==> src/rtl/insn_predecode.sv <==
module insn_predecode (
  input  logic        clk,
  input  logic        rst_n,
  input  logic        in_valid,
  input  logic [7:0]  opcode,
  input  logic [7:0]  byte1,
  input  logic [7:0]  byte2,
  input  logic [15:0] pc,
  output logic        out_valid,
  output logic [1:0]  out_len,
  output logic [2:0]  out_mode,
  output logic [8:0]  out_d9,
  output logic [1:0]  out_ri,
  output logic [2:0]  out_bit,
  output logic [7:0]  out_imm,
  output logic        out_has_target,
  output logic [15:0] out_target,
  output logic [15:0] out_next_pc
);
  localparam logic [2:0] M_IMP = 3'd0, M_IMM = 3'd1, M_DIR = 3'd2, M_IND = 3'd3,
                         M_BIT = 3'd4, M_ABS = 3'd5, M_REL = 3'd6;
  localparam logic [2:0] T_NONE = 3'd0, T_R8A = 3'd1, T_R8B = 3'd2,
                         T_R16 = 3'd3, T_A16 = 3'd4, T_A12 = 3'd5;
  localparam logic [1:0] I_NONE = 2'd0, I_B1 = 2'd1, I_B2 = 2'd2;

  logic [3:0]  hi;
  logic [1:0]  len;
  logic [2:0]  mode, tk;
  logic [1:0]  isel;
  logic [15:0] nxt, tgt;
  logic [8:0]  d9;
  logic [7:0]  imm;

  assign hi = opcode[7:4];

  always_comb begin
    len = 2'd1; mode = M_IMP; tk = T_NONE; isel = I_NONE;
    if (opcode[3]) begin
      case (hi[3:1])
        3'd0, 3'd1:       begin len = 2'd2; mode = M_ABS; tk = T_A12; end
        3'd2, 3'd3, 3'd4: begin len = 2'd3; mode = M_BIT; tk = T_R8B; end
        default:          begin len = 2'd2; mode = M_BIT; end
      endcase
    end else if (opcode[2]) begin
      mode = M_IND;
      case (hi)
        4'h2:       begin len = 2'd2; isel = I_B1; end
        4'h3, 4'h4: begin len = 2'd3; isel = I_B1; tk = T_R8B; end
        4'h5:       begin len = 2'd2; tk = T_R8A; end
        default:    len = 2'd1;
      endcase
    end else if (opcode[1]) begin
      mode = M_DIR;
      case (hi)
        4'h2:             begin len = 2'd3; isel = I_B2; end
        4'h3, 4'h4, 4'h5: begin len = 2'd3; tk = T_R8B; end
        default:          len = 2'd2;
      endcase
    end else if (opcode[0]) begin
      case (hi)
        4'h0:       begin len = 2'd2; mode = M_REL; tk = T_R8A; end
        4'h1:       begin len = 2'd3; mode = M_REL; tk = T_R16; end
        4'h2:       begin len = 2'd3; mode = M_ABS; tk = T_A16; end
        4'h3, 4'h4: begin len = 2'd3; mode = M_IMM; isel = I_B1; tk = T_R8B; end
        4'h5, 4'hC: len = 2'd1;
        4'h6, 4'h7: begin len = 2'd2; mode = M_DIR; end
        default:    begin len = 2'd2; mode = M_IMM; isel = I_B1; end
      endcase
    end else begin
      case (hi)
        4'h1:       begin len = 2'd3; mode = M_REL; tk = T_R16; end
        4'h2:       begin len = 2'd3; mode = M_ABS; tk = T_A16; end
        4'h6, 4'h7: begin len = 2'd2; mode = M_DIR; end
        4'h8, 4'h9: begin len = 2'd2; mode = M_REL; tk = T_R8A; end
        default:    len = 2'd1;
      endcase
    end
  end

  assign nxt = pc + {14'd0, len};

  always_comb begin
    case (tk)
      T_R8A:   tgt = nxt + {{8{byte1[7]}}, byte1};
      T_R8B:   tgt = nxt + {{8{byte2[7]}}, byte2};
      T_R16:   tgt = nxt + {byte2, byte1} - 16'd1;
      T_A16:   tgt = {byte1, byte2};
      T_A12:   tgt = {nxt[15:12], opcode[4], opcode[2:0], byte1};
      default: tgt = 16'd0;
    endcase
  end

  assign d9  = (mode == M_DIR) ? {opcode[0], byte1} :
               (mode == M_BIT) ? {opcode[4], byte1} : 9'd0;
  assign imm = (isel == I_B1) ? byte1 : (isel == I_B2) ? byte2 : 8'd0;

  always_ff @(posedge clk or negedge rst_n) begin
    if (!rst_n) begin
      out_valid      <= 1'b0;
      out_len        <= 2'd0;
      out_mode       <= 3'd0;
      out_d9         <= 9'd0;
      out_ri         <= 2'd0;
      out_bit        <= 3'd0;
      out_imm        <= 8'd0;
      out_has_target <= 1'b0;
      out_target     <= 16'd0;
      out_next_pc    <= 16'd0;
    end else begin
      out_valid <= in_valid;
      if (in_valid) begin
        out_len        <= len;
        out_mode       <= mode;
        out_d9         <= d9;
        out_ri         <= (mode == M_IND) ? opcode[1:0] : 2'd0;
        out_bit        <= (mode == M_BIT) ? opcode[2:0] : 3'd0;
        out_imm        <= imm;
        out_has_target <= (tk != T_NONE);
        out_target     <= tgt;
        out_next_pc    <= nxt;
      end
    end
  end
endmodule

==> config.mk <==
export PLATFORM = sky130hd
export DESIGN_NAME = insn_predecode
export DESIGN_NICKNAME = d
export VERILOG_FILES = /design/src/rtl/insn_predecode.sv
export SDC_FILE = /design/constraint.sdc
export NUM_CORES = 1
export LEC_CHECK = 0
export BUFFER_PORTS_ARGS = -buffer_cell sky130_fd_sc_hd__buf_2
export CORE_ASPECT_RATIO = 0.8
export CORE_UTILIZATION = 40
export DETAILED_ROUTE_END_ITERATION = 16
export GPL_ROUTABILITY_DRIVEN = 0
export MAX_ROUTING_LAYER = met4
export PLACE_DENSITY = 0.69
export SLEW_MARGIN = 40
export SYNTH_ARGS = -nofsm -noshare
export SYNTH_HDL_FRONTEND = slang
export SYNTH_SLANG_ARGS = --single-unit
export TNS_END_PERCENT = 1
==> constraint.sdc <==
create_clock -name clk -period 1.2 [get_ports clk]
set_input_delay 0.24 -clock clk [delete_from_list [all_inputs] [get_ports clk]]
set_output_delay 0.24 -clock clk [all_outputs]
set_load 0.005 [all_outputs]
==> flow_metrics.py <==
metrics = {
    "outcome": {
        "status": "complete, but fails checks",
        "violations": "setup timing",
    },
    "setup_path": {
        "startpoint_type": "input port",
        "worst_setup_path_end_kind": "register",
        "worst-path-stages": 20,
        "crit_fanout": 12,
        "r2r-end": "out_target[12]",
        "cpMaxStageDelayCell": "fa_2",
        "slowest_delay_ns": 0.38,
        "cp.arrival_ns": 4.44,
        "crit_start": "opcode[6]",
        "cp.required_ns": 1.42,
        "crit_buf_inv": 3,
        "critPathTopFamily": "compound AO/OA/AOI/OAI gates",
        "crit_type": "in -> reg",
        "crit_chain": "buf_6 > nor2b_2 > buf_4 > o21ai_1 > nand2_1 > ha_4 > fa_2 > xnor2_2 > inv_1 > ha_1 > a21oi_2 > a21oi_1 > and3_1 > a211oi_2 > nor4b_4 > o31ai_2 > maj3_2 > a21oi_4 > xnor2_1 > a221o_1",
        "crit_path_end": "out_target[13]",
        "r2r-start": "out_target[12]",
        "reg2reg_slack_ns": 0.23,
        "rr_worst_depth": 4,
    },
    "power": {
        "power_mw": 9.28,
        "pwr-share-comb": 0.436,
        "pwr-share-clk": 0.306,
        "p_sw_mw": 3.12,
        "p_sw_frac": 0.336,
        "p_int_mw": 6.16,
        "leakage_nw": 3.97,
        "ir_worst_vdd_mv": 0.657,
        "power-per-cell-area_nw_per_um2": 1140,
        "power_frac_seq": 0.258,
    },
    "route": {
        "via_per_inst": 5.47,
        "vias": 5932,
        "wl_per_cell_um": 17.4,
        "drcViolationCount": 0,
        "firstDrtPassIters": 8,
        "ant_nets": 0,
        "wl_um": 18800,
        "drtIter0Drc": 544,
    },
    "logic_synthesis": {
        "syn-num-nets": 690,
        "ys_async_sr_fraction": 1.00,
        "synth_area_leaders": "dfrtp_1 30%, ha_1 8.4%, xnor2_1 5.0%",
        "synth_seq_area_share": 0.303,
        "ys_seq_elements": 61,
        "netlist.area_leader.share": 0.303,
        "ys_types": 64,
        "dominantRegCellSynth": "dfrtp_1",
        "yosysWarnings": 0,
        "synth.largest_area_cell": "dfrtp_1",
        "synth_edf_count": 0,
        "syn_area_um2": 5040,
        "netlist_instances": 610,
        "avgSynthCellArea_um2": 8.27,
    },
    "timing": {
        "fin_crit_ns": 4.21,
        "layout_worst_path_cycle_share": 3.51,
        "rsz0062_at_grt": "true",
        "worst_slack_ns": -3.01,
        "slew_headroom": 0.696,
        "maxSlewViolCount": 0,
        "max_freq_mhz": 237,
        "hold_viol": 0,
        "final-setup-viol-count": 54,
        "finalSetupTns_ns": -62.69,
        "worst_pin_slew_ns": 0.453,
        "clock-skew-final_ns": 0,
        "fin_hold_ws_ns": 0.205,
    },
    "grt": {
        "grt-ovfl-total": 0,
        "antenna_found_initial": 0,
        "grt_usage": 0.309,
        "grt_busiest_layer": "met2",
        "gr-usage-met1": 0.406,
        "grt_use_met3": 0.0513,
        "grtUsageMet2": 0.485,
        "grt_max_degree": 62,
        "grt_pass1_wl_um": 30000,
        "first_global_vias": 5857,
    },
    "flow_run": {
        "drv_cap": 0,
    },
    "placement": {
        "placed_area_um2": 7320,
        "dp_cells": 1059,
        "portBuffers": 103,
        "dpl_worst_slack_ns": -3.56,
        "hpwl_um": 14400,
    },
    "cts": {
        "cts.reportedPaths.clkPinSlew_ns": 0.06,
        "clockBufferDepth": 2,
        "numCtsBuffers": 9,
        "cts_tree": "yes",
        "clock_latency_ns": 0.33,
        "clockRootBuffer": "clkbuf_16",
        "h-tree-depth": 3,
        "clkSinkCount": 61,
    },
    "floorplanning": {
        "die_w_um": 128,
        "die-area_um2": 13100,
        "io_pins": 104,
        "core.rowCount": 36,
        "start_util": 0.412,
        "core_um2": 12300,
        "die_y_um": 102,
    },
    "final_layout": {
        "antennaDiodeCount": 0,
        "nFillCells": 958,
        "fin_cells": 1084,
        "postLayoutCoreUtil": 0.665,
        "areaGrowthSynthToFinish_pct": 61.6,
        "drive_gt1_frac": 0.461,
        "nets": 988,
        "final_cell_mix": "196 x buf_4, 97 x buf_2, 62 x inv_1, 61 x dfrtp_1",
        "final_common_cell": "buf_4",
        "finalInstanceArea_um2": 8150,
    },
    "hold_path": {
        "hold_path.class": "in -> reg",
    },
}
-- synth_stat cells (all sizes together) (2+ instances only) --
| cell type | n |
|---|---|
| and3 | 7 |
| o2bb2ai | 10 |
| nor2 | 51 |
| nor2b | 9 |
| nand2 | 45 |
| mux2i | 4 |
| o31ai | 4 |
| nand2b | 10 |
| xnor2 | 29 |
| o21ai | 37 |
| a221o | 9 |
| a222oi | 9 |
| ha | 34 |
| o211ai | 3 |
| o21a | 2 |
| a31oi | 6 |
| o21bai | 3 |
| mux2 | 5 |
| and2 | 13 |
| nand3 | 14 |
| clkbuf | 19 |
| a21o | 10 |
| a221oi | 4 |
| nand3b | 2 |
| xor2 | 19 |
| a21boi | 5 |
| maj3 | 4 |
| dfrtp | 61 |
| a211oi | 5 |
| a22oi | 5 |
| or3 | 2 |
| nor3 | 10 |
| inv | 67 |
| fa | 3 |
| a21oi | 44 |
| nor4 | 3 |
| o22ai | 11 |
| o221ai | 5 |
| nand4 | 3 |
| buf | 7 |
-- state kept, by name (all words and copies together), names as in the netlist, 2 cells and up --
signal / flops
out_d9: 9
out_bit: 3
out_imm: 8
out_target: 16
out_next_pc: 16
out_len: 2
out_ri: 2
out_mode: 3
-- worst reg2reg max path: stages, from the launching register on --
cell     delay [ns]
dfrtp_1        0.37
inv_1          0.10
o22ai_1        0.08
a21oi_1        0.19
o21ai_0        0.11
-- repair_timing --
item,CTS,global route
endpoints found under the setup margin,54,54
gates resized for setup,77,31
hold buffers,1,0
pin swaps,38,11
setup buffers,8,0
hold endpoints to repair,61,0
-- area by class of cell --
type                            count  area, um2  area share
Clock buffer                       10        239      0.0293
Tap cell                          171        214      0.0263
Timing Repair Buffer              313       2230       0.273
Clock inverter                      6       86.3      0.0106
Inverter                           67        251      0.0309
Sequential cell                    61       1530       0.187
Multi-Input combinational cell    456       3610       0.442
-- layer usage --
metal  up-vias  part of all wire
met1      2781              0.45
met5         -                 0
met3        53             0.079
met4         0             0.029
met2       318              0.44
li1       2780                 -
-- cells by family after synthesis --
| group | share of synthesized area |
|---|---|
| AOI/OAI and AO/OA | 0.255 |
| xor gates and xnor gates | 0.0833 |
| adders and majority gates | 0.104 |
| buffers and inverters | 0.0697 |
| DFF | 0.303 |
| muxes | 0.0191 |
| and+or+nand+nor | 0.166 |
-- worst min-delay path by stage --
stage | depth (start not counted) | slack (ns) | endpoint | start
2_1_floorplan | 0 | -0.06 | out_bit[0] | rst_n
3_3_place_gp | 2 | 0.27 | out_next_pc[15] | rst_n
3_5_place_dp | 2 | 0.27 | out_next_pc[15] | rst_n
4_1_cts | 3 | 0.19 | out_d9[6] | byte1[6]
5_1_grt | 3 | 0.21 | out_d9[6] | byte1[6]
6_report | 3 | 0.21 | out_d9[6] | byte1[6]
-- power groups by stage --
| stage | logic (mW) | clock network, mW | registers (mW) |
|---|---|---|---|
| final | 4.05 | 2.84 | 2.39 |
| after CTS | 3.86 | 2.87 | 2.39 |
| after global routing | 4.35 | 2.97 | 2.41 |
| after detailed placement | 3.58 | 0 | 2.42 |
| after floorplan | 1.83 | 0 | 2.43 |
| after global placement | 3.46 | 0 | 2.42 |
(Power assumes the default switching activity.)
